File: src/rtl/cbr_pkg.sv
package cbr_pkg;

  typedef enum logic [2:0] {
    SQ_IDLE  = 3'd0,
    SQ_REQ   = 3'd1,
    SQ_CSR   = 3'd2,
    SQ_RASLO = 3'd3,
    SQ_PRE   = 3'd4
  } seq_st_t;

  // Nanoseconds to whole clock cycles, rounded up, never below one.
  function automatic int unsigned ns_to_cycles(input int unsigned ns,
                                               input int unsigned clk_mhz);
    int unsigned c;
    c = (ns * clk_mhz + 999) / 1000;
    return (c == 0) ? 1 : c;
  endfunction

  // Refresh slot length in tenths of a microsecond.
  function automatic int unsigned slot_tenths_us(input bit low_power);
    return low_power ? 312 : 156;
  endfunction

  // Refresh slot length in clock cycles, rounded up.
  function automatic int unsigned slot_cycles(input bit low_power,
                                              input int unsigned clk_mhz);
    return (slot_tenths_us(low_power) * clk_mhz + 9) / 10;
  endfunction

  function automatic int unsigned max2(input int unsigned a,
                                       input int unsigned b);
    return (a > b) ? a : b;
  endfunction

endpackage

File: src/rtl/cbr_interval_timer.sv
module cbr_interval_timer #(
  parameter int unsigned INTERVAL = 780
) (
  input  logic clk,
  input  logic rst_n,
  output logic tick_o
);
  localparam int unsigned TW = (INTERVAL > 1) ? $clog2(INTERVAL) : 1;
  localparam logic [TW-1:0] LAST = TW'(INTERVAL - 1);

  logic [TW-1:0] cnt_q;

  assign tick_o = (cnt_q == LAST);

  always_ff @(posedge clk) begin
    if (!rst_n)      cnt_q <= '0;
    else if (tick_o) cnt_q <= '0;
    else             cnt_q <= cnt_q + 1'b1;
  end
endmodule

File: src/rtl/cbr_pend_counter.sv
module cbr_pend_counter #(
  parameter int unsigned MAX_PEND = 8,
  localparam int unsigned PW = $clog2(MAX_PEND + 1)
) (
  input  logic          clk,
  input  logic          rst_n,
  input  logic          tick_i,
  input  logic          done_i,
  output logic [PW-1:0] pend_o,
  output logic          full_o,
  output logic          err_o
);
  localparam logic [PW-1:0] FULL = PW'(MAX_PEND);

  logic [PW-1:0] pend_q;
  logic          err_q;

  assign pend_o = pend_q;
  assign full_o = (pend_q == FULL);
  assign err_o  = err_q;

  always_ff @(posedge clk) begin
    if (!rst_n) begin
      pend_q <= '0;
      err_q  <= 1'b0;
    end else begin
      unique case ({tick_i, done_i})
        2'b10: begin
          if (full_o) err_q  <= 1'b1;
          else        pend_q <= pend_q + 1'b1;
        end
        2'b01: begin
          if (pend_q != '0) pend_q <= pend_q - 1'b1;
        end
        default: ;
      endcase
    end
  end
endmodule

File: src/rtl/cbr_strobe_seq.sv
module cbr_strobe_seq
  import cbr_pkg::*;
#(
  parameter int unsigned CSR_CYC = 1,
  parameter int unsigned CHR_CYC = 1,
  parameter int unsigned RAS_CYC = 3,
  parameter int unsigned RP_CYC  = 2
) (
  input  logic clk,
  input  logic rst_n,
  input  logic owed_i,
  input  logic urgent_i,
  input  logic idle_i,
  input  logic ack_i,
  output logic hold_o,
  output logic ras_n_o,
  output logic cas_n_o,
  output logic done_o
);
  localparam int unsigned LONGEST = max2(max2(CSR_CYC, RAS_CYC), RP_CYC);
  localparam int unsigned CW = $clog2(LONGEST + 1);

  seq_st_t       st_q, st_nx;
  logic [CW-1:0] cnt_q;
  logic          last;

  always_comb begin
    unique case (st_q)
      SQ_CSR:   last = (cnt_q == CW'(CSR_CYC - 1));
      SQ_RASLO: last = (cnt_q == CW'(RAS_CYC - 1));
      SQ_PRE:   last = (cnt_q == CW'(RP_CYC - 1));
      default:  last = 1'b0;
    endcase
  end

  always_comb begin
    st_nx = st_q;
    unique case (st_q)
      SQ_IDLE:  if (owed_i && (idle_i || urgent_i)) st_nx = SQ_REQ;
      SQ_REQ:   if (ack_i) st_nx = SQ_CSR;
      SQ_CSR:   if (last)  st_nx = SQ_RASLO;
      SQ_RASLO: if (last)  st_nx = SQ_PRE;
      SQ_PRE:   if (last)  st_nx = SQ_IDLE;
      default:  st_nx = SQ_IDLE;
    endcase
  end

  always_ff @(posedge clk) begin
    if (!rst_n) begin
      st_q  <= SQ_IDLE;
      cnt_q <= '0;
    end else begin
      st_q  <= st_nx;
      cnt_q <= (st_nx != st_q) ? '0 : cnt_q + 1'b1;
    end
  end

  assign hold_o  = (st_q != SQ_IDLE);
  assign done_o  = (st_q == SQ_PRE) && last;
  assign ras_n_o = (st_q != SQ_RASLO);
  assign cas_n_o = !((st_q == SQ_CSR) ||
                     ((st_q == SQ_RASLO) && (cnt_q < CW'(CHR_CYC))));
endmodule

File: src/rtl/cbr_refresh_sched.sv
module cbr_refresh_sched
  import cbr_pkg::*;
#(
  parameter int unsigned CLK_MHZ   = 50,
  parameter bit          LOW_POWER = 1'b0,
  parameter int unsigned MAX_PEND  = 8,
  parameter int unsigned T_CSR_NS  = 5,
  parameter int unsigned T_CHR_NS  = 10,
  parameter int unsigned T_RAS_NS  = 60,
  parameter int unsigned T_RP_NS   = 40
) (
  input  logic clk,
  input  logic rst_n,
  input  logic idle_i,
  input  logic ack_i,
  output logic hold_o,
  output logic ras_n_o,
  output logic cas_n_o,
  output logic we_n_o,
  output logic err_o
);
  localparam int unsigned INTERVAL = slot_cycles(LOW_POWER, CLK_MHZ);
  localparam int unsigned CSR_CYC  = ns_to_cycles(T_CSR_NS, CLK_MHZ);
  localparam int unsigned CHR_CYC  = ns_to_cycles(T_CHR_NS, CLK_MHZ);
  localparam int unsigned RAS_CYC  = ns_to_cycles(T_RAS_NS, CLK_MHZ);
  localparam int unsigned RP_CYC   = ns_to_cycles(T_RP_NS, CLK_MHZ);
  localparam int unsigned PW       = $clog2(MAX_PEND + 1);

  // Internal events, named for the checker.
  logic          tick;
  logic          done;
  logic          full;
  logic [PW-1:0] pend;

  cbr_interval_timer #(.INTERVAL(INTERVAL)) u_timer (
    .clk    (clk),
    .rst_n  (rst_n),
    .tick_o (tick)
  );

  cbr_pend_counter #(.MAX_PEND(MAX_PEND)) u_pend (
    .clk    (clk),
    .rst_n  (rst_n),
    .tick_i (tick),
    .done_i (done),
    .pend_o (pend),
    .full_o (full),
    .err_o  (err_o)
  );

  cbr_strobe_seq #(
    .CSR_CYC (CSR_CYC),
    .CHR_CYC (CHR_CYC),
    .RAS_CYC (RAS_CYC),
    .RP_CYC  (RP_CYC)
  ) u_seq (
    .clk      (clk),
    .rst_n    (rst_n),
    .owed_i   (pend != '0),
    .urgent_i (full),
    .idle_i   (idle_i),
    .ack_i    (ack_i),
    .hold_o   (hold_o),
    .ras_n_o  (ras_n_o),
    .cas_n_o  (cas_n_o),
    .done_o   (done)
  );

  // A CBR cycle never writes: write enable stays inactive.
  assign we_n_o = 1'b1;
endmodule

File: config.mk
export PLATFORM = sky130hd
export DESIGN_NAME = cbr_refresh_sched
export DESIGN_NICKNAME = d
export VERILOG_FILES = /design/src/rtl/cbr_pkg.sv /design/src/rtl/cbr_interval_timer.sv /design/src/rtl/cbr_pend_counter.sv /design/src/rtl/cbr_strobe_seq.sv /design/src/rtl/cbr_refresh_sched.sv
export SDC_FILE = /design/constraint.sdc
export NUM_CORES = 1
export LEC_CHECK = 0
export ABC_CLOCK_PERIOD_IN_PS = 2550
export BUFFER_PORTS_ARGS = -buffer_cell sky130_fd_sc_hd__clkbuf_2
export CAP_MARGIN = 40
export CORE_AREA = 2 2 56 58
export DETAILED_ROUTE_END_ITERATION = 6
export DIE_AREA = 0 0 58 60
export GPL_TIMING_DRIVEN = 0
export PLACE_DENSITY = 0.6
export SLEW_MARGIN = 20
export SYNTH_ARGS = -nofsm -noshare
export SYNTH_HDL_FRONTEND = slang
export SYNTH_SLANG_ARGS = --single-unit
export TNS_END_PERCENT = 50
File: constraint.sdc
create_clock -name clk -period 2.55 [get_ports clk]
set_input_delay 0.1275 -clock clk [delete_from_list [all_inputs] [get_ports clk]]
set_output_delay 0.1275 -clock clk [all_outputs]
set_load 0.02 [all_outputs]
======== After elaboration in Yosys (flattened, before gate mapping) ========
Cells that the tools add are included.
storage, ports and cells
  register bits after elaboration ......... 20
  input port bits ......................... 4
  output and inout bits ................... 5
  logic and storage cells ................. 50
operators by class
  add/subtract/negate cells ............... 4
  magnitude comparators ................... 1
  equal/unequal tests ..................... 14
  multiplexer cells ....................... 10
  bitwise operators ....................... 1
  reduce and logical (&&, ||, !) cells .... 15
operator list
  operator                                           count
  2-to-1 mux 3 bit                                   5
  case mux 3 bit (5 select lines)                    1
  adder 10 x 1 -> 10 bit (second input constant)     1
  == test 10 bit (second input constant)             1
  2-to-1 mux 4 bit                                   2
  case mux 4 bit (2 select lines)                    1
  == test 3 x 2 -> 1 bit (second input constant)     2
  adder 4 x 1 -> 4 bit (second input constant)       1
  == test 2 x 1 -> 1 bit (second input constant)     2
  == test 2 bit (second input constant)              2
  == test 4 bit (second input constant)              1
  nonzero test 4 bit                                 1
  OR reduction 2 bit                                 2
  subtractor 4 x 1 -> 4 bit (second input constant)  1
  == test 3 x 1 -> 1 bit (second input constant)     1
  == test 3 bit (second input constant)              1
  logical AND 1 bit                                  3
  logical NOT 3 bit                                  1
  != test 3 x 2 -> 1 bit (second input constant)     1
  != test 3 bit                                      1
  case mux 1 bit (3 select lines)                    1
  AND reduction 3 bit                                1
  nonzero test 3 bit                                 1
  adder 2 x 1 -> 2 bit (second input constant)       1
  9 further kinds                                    10

======== Logic depth before layout (Yosys ltp) ========
  depth after elaboration ................. 7
  gate-level depth with buffers ........... 10
  gate-level depth less buffers ........... 9

======== Hierarchy ========
Synthesis repeated with hierarchy kept, for this count alone.
unflattened totals
  cell total of the unflattened synthesis .. 125
  area total of the unflattened synthesis .. 1134.8 um^2
modules (own cells, without submodules)
  module              instances  cells each  area an instance (um^2)
  cbr_interval_timer  1          48          449.2
  cbr_strobe_seq      1          43          380.4
  cbr_pend_counter    1          31          286.5
  cbr_refresh_sched   1          3           18.8

======== Worst setup path after synthesis ========
No wires, ideal clock.
  path kind ............................... register to register
  start ................................... register u_timer.cnt_q[0]
  end ..................................... register u_pend.pend_q[3], in the netlist u_pend.pend_o[3]
  setup time .............................. 0.070 ns
  arrival ................................. 2.552 ns
  setup slack ............................. -0.072 ns
  cell stages (with the launch flop) ...... 11
  buffers on the path ..................... 1
  period minus slack after synthesis ...... 2.622 ns
  cells stage by stage .................... dfxtp_1 ha_1 nand4_1 or4_1 clkbuf_1 ha_1 ha_1 a21oi_1 a21oi_1 or4_1 a21boi_1
on the way
  word-level cells in the longest chain between the ends .. 4
RTL lines
  element                                                          RTL line                  text
  from (decl)                                                      cbr_interval_timer.sv:11  logic [TW-1:0] cnt_q;
  from (signal assigned)                                           cbr_interval_timer.sv:18  else cnt_q <= cnt_q + 1'b1;
  == test 10 bit (*)                                               cbr_interval_timer.sv:13  assign tick_o = (cnt_q == LAST);
  == test 2 x 1 -> 1 bit or == test 2 bit (tied branches)          cbr_pend_counter.sv:27    unique case ({tick_i, done_i})
  != test 2 x 1 -> 1 bit (no source line) (tied with other cells)  --
  AND reduction 3 bit (no source line)                             --
  to (signal assigned)                                             cbr_pend_counter.sv:30    else pend_q <= pend_q + 1'b1;
  to (signal assigned)                                             cbr_pend_counter.sv:33    if (pend_q != '0) pend_q <= pend_q - 1'b1;
  to (decl)                                                        cbr_pend_counter.sv:15    logic [PW-1:0] pend_q;
Mark *: on every way between the ends. The rest lies on a longest branch, timed or not.
A chain may end at the register's enable or synchronous reset.

======== Worst setup path after layout ========
  start ................................... register u_timer.cnt_q[4]
  end ..................................... register u_pend.pend_q[3], in the netlist u_pend.pend_o[3]
The elaborated chain is that of the path after synthesis.

==> impl_summary.txt <==
----------------------------------------------------
[Outcome]
  Run status ... complete, but fails checks
  Failing checks ... negative setup slack

[Setup path]
  Longest individual stage delay on the worst path ... 0.53 ns
  Type of destination of the critical path ... flop
  Crit path top cell by count ... sky130_fd_sc_hd__ha_4
  Worst reg2reg path depth ... 8
  R2R setup slack ... -0.07 ns
  Origin of the critical flop-to-flop path ... u_timer.cnt_q[4]
  Total buffers and inverters traversed by the critical path ... 0
  Crit start category ... flop
  Worst path cell trace ... or3_1 > or4_4 > ha_4 > ha_4 > nand3_2 > and3_4 > or4_1 > a21boi_1
  Crit Reg-Reg Endpoint ... u_pend.pend_o[3]
  Peak fanout along the critical path ... 4
  CP startpoint ... u_timer.cnt_q[4]
  Required time worst endpoint ... 2.79 ns
  Endpoint arrival time on the critical path ... 2.86 ns
  CP max stage cell ... sky130_fd_sc_hd__or4_4
  CP delay by family, top ... simple AND/OR/NAND/NOR gates
  Critical Setup Path Class ... flop to flop

[Timing]
  Final count of hold timing violations ... 0
  Hold_ws ... 0.191 ns
  Peak clock frequency supported by timing ... 382 MHz
  Final clock period utilization by the worst path ... 1.03
  Unrepaired setup endpoints after global routing ... yes
  Sum of negative setup slack ... -0.0701 ns
  Shortest clock period the worst path allows after layout ... 2.62 ns
  Final worst setup slack ... -0.0701 ns
  Post-route clock skew ... 0.00142 ns
  Final setup violation count ... 1
  Slew Limit Fails ... 0

[Global routing]
  Global-route wire length before repair ... 3310 um
  Remaining Overflow, GRT ... 0
  GRT Util Overall ... 0.123
  Vias in the first global route ... 821
  Antenna violations before repair ... 0
  Maximum number of pins on one net before global-route repair ... 12

[Synthesis]
  Flop and latch count out of synthesis ... 20
  Average footprint of a synthesized cell ... 8.55 sq um
  Synth top area cells ... sky130_fd_sc_hd__dfxtp_1, sky130_fd_sc_hd__ha_1, sky130_fd_sc_hd__xnor2_1
  Synth Warn # ... 0
  Largest area contributor in the netlist ... sky130_fd_sc_hd__dfxtp_1
  Post-synthesis cell area ... 1090 sq um
  Count of cell types in the netlist ... 36
  Synth top area share ... 0.369
  Number of instances in the synthesized netlist ... 127
  Register area share after synthesis ... 0.369
  Syn_nets ... 140

[Hold path]
  Startpoint of the worst hold path ... ack_i
  Worst Hold Depth ... 5
  End point of the worst hold path ... u_seq.st_q[1]
  Hold WC Path Type ... primary input to flop

[Detailed routing]
  Routed WL per cell ... 11.1 um
  Via density ... 4.94
  Vias ... 849
  Iter 0 DRT Violations ... 17
  Wire length after detailed routing ... 1910 um
  First drt pass iteration count ... 4
  Post-route ant nets ... 0
  # DRC ... 0

[Clock tree]
  Clock latency on the worst-skew pair ... 0.30 ns
  Clock slew at reported path FFs ... 0.11 ns
  Total number of H-tree levels ... 1
  Number of buffers created by CTS ... 3
  Clock tree from TritonCTS ... done
  Clk buf depth ... 2
  Hold buffers post-CTS ... 0
  CTS sink count ... 20
  Root buffer cell ... sky130_fd_sc_hd__clkbuf_4

[Layout]
  Utilization after layout ... 0.439
  Layout filler cell count ... 304
  Post-layout nets ... 153
  Layout cell share with drive strength beyond 1 ... 0.223
  Syn-to-layout area delta ... 17.3%
  Total inserted antenna cells ... 0
  Register cell area after layout ... 405 sq um
  Area of combinational cells with multiple inputs ... 682 sq um

[Pwr]
  Static power due to leakage ... 0.504 nW
  Power per standard cell area ... 426 nW/um^2
  VDD IR-drop max ... 0.000403 V

[Die]
  Starting utilization of the core area ... 0.374
  Die width ... 58 um
  Placeable Area ... 2900 sq um
  Num ports ... 9
  Die Area ... 3480 sq um
  Height of the chip ... 60 um
  Site row count ... 20

[Place]
  Quantity of I/O buffers inserted on ports ... 6
  Routability congestion estimate ... 0.770
  Half-perimeter wire length after placement ... 1420 um

[Flow run]
  MaxCap Viol Count ... 0

----------------------------------------------------
[power breakdown]
group,total [mW],internal [mW],switching (mW)
Sequential,0.325,0.320,0.00483
Combinational,0.0342,0.0158,0.0184
Clock,0.184,0.0871,0.0971
[layer usage]
metal / part of all wire / GRT usage / up-vias
met2: 0.51 / 0.226 / 9
met5: 0 / 0 / -
met3: 0.037 / 0.0411 / 2
met1: 0.44 / 0.140 / 396
li1: - / - / 442
met4: 0.0063 / 0.0199 / 0
[cells by family after synthesis]
logic type / after synthesis / share of synthesized area
AO/OA/AOI/OAI: 15 / 0.0864
XOR/XNOR: 10 / 0.0807
buffers and inverters: 15 / 0.0553
other: 1 / 0.00345
adder cells (fa/ha/maj): 9 / 0.111
multiplexers: 4 / 0.0541
flip-flops: 20 / 0.369
AND/OR/NAND/NOR: 53 / 0.241
[worst max path at each step]
stage                       end  slack, ns  cells past startpoint
4_1_cts        u_pend.pend_o[3]      -0.04                      7
5_1_grt        u_pend.pend_o[3]      -0.16                      8
2_1_floorplan  u_pend.pend_o[3]      0.003                      9
3_3_place_gp   u_pend.pend_o[3]      -0.12                      9
6_report       u_pend.pend_o[3]      -0.07                      8
3_5_place_dp   u_pend.pend_o[3]      -0.13                      9
[metrics by stage]
stage          cells  area (sq um)  worst slack, ns  total power, mW
3_5_place_dp     166          1170           -0.132            0.366
2_1_floorplan    127          1100          0.00252            0.358
3_3_place_gp     166          1170           -0.121            0.365
5_1_grt          172          1270           -0.156            0.574
4_1_cts          169          1220          -0.0359            0.555
6_report         172          1270          -0.0701            0.543
[tightest hold or removal path: cells and delay by family]
kind | cells | cell delay [ns]
AO/OA/AOI/OAI | 1 | 0.04
AND/OR/NAND/NOR | 3 | 0.19
buffers and inverters | 1 | 0.10
[sequential cells by signal, summed over array words and instances (netlist names)]
name / count
u_pend.err_o: 1
u_seq.st_q: 3
u_timer.cnt_q: 10
u_pend.pend_o: 4
u_seq.cnt_q: 2
[cell usage in the layout, fill, tap and decap left out, drive strengths merged, types with 2 or more instances in the layout]
master / synthesis / final
dfxtp: 20 / 20
and3: 4 / 4
clkbuf: 4 / 13
a21oi: 4 / 4
nor3: 3 / 3
nand2: 13 / 13
inv: 10 / 10
nand3: 3 / 3
mux2: 2 / 2
o21ai: 3 / 3
a21o: 2 / 2
xnor2: 8 / 8
a31oi: 2 / 2
nor2b: 4 / 4
ha: 8 / 8
or3: 2 / 2
buf: 1 / 4
nor2: 17 / 17
xor2: 2 / 2
a21boi: 2 / 2
or4: 2 / 2
[synthesized netlist by cell type]
cell	instances
sky130_fd_sc_hd__dfxtp_1	20
sky130_fd_sc_hd__nor2_1	17
sky130_fd_sc_hd__nand2_1	12
sky130_fd_sc_hd__inv_1	10
sky130_fd_sc_hd__ha_1	8
sky130_fd_sc_hd__xnor2_1	8
sky130_fd_sc_hd__a21oi_1	4
sky130_fd_sc_hd__and3_1	4
sky130_fd_sc_hd__clkbuf_1	4
sky130_fd_sc_hd__nor2b_1	4
sky130_fd_sc_hd__nand3_1	3
sky130_fd_sc_hd__o21ai_0	3
sky130_fd_sc_hd__a21o_1	2
sky130_fd_sc_hd__a31oi_1	2
sky130_fd_sc_hd__nor3_1	2
sky130_fd_sc_hd__or3_1	2
sky130_fd_sc_hd__or4_1	2
sky130_fd_sc_hd__xor2_1	2
sky130_fd_sc_hd__a21boi_0	1
sky130_fd_sc_hd__a21boi_1	1
sky130_fd_sc_hd__and2_1	1
sky130_fd_sc_hd__buf_4	1
sky130_fd_sc_hd__conb_1	1
sky130_fd_sc_hd__fa_1	1
sky130_fd_sc_hd__mux2_2	1
sky130_fd_sc_hd__mux2_4	1
sky130_fd_sc_hd__mux2i_1	1
sky130_fd_sc_hd__mux4_2	1
sky130_fd_sc_hd__nand2_2	1
sky130_fd_sc_hd__nand2b_1	1
sky130_fd_sc_hd__nand4_1	1
sky130_fd_sc_hd__nor3_2	1
sky130_fd_sc_hd__nor4_1	1
sky130_fd_sc_hd__nor4b_1	1
sky130_fd_sc_hd__o2111ai_1	1
sky130_fd_sc_hd__o31ai_1	1
[cell type report]
class / count / area share
Buffer: 4 / 0.0147
Clock buffer: 4 / 0.0285
Inverter: 10 / 0.0295
Multi-Input combinational cell: 92 / 0.535
Sequential cell: 20 / 0.318
Tap cell: 33 / 0.0324
Timing Repair Buffer: 9 / 0.0413
[timing repair]
action | 4_1_cts | 5_1_grt
resized for setup | 4 | 7
setup buffers | 0 | 3
pin swaps | 0 | 5
endpoints found under the hold margin | 0 | 0
endpoints found under the setup margin | 1 | 1
(Power assumes the default switching activity.)
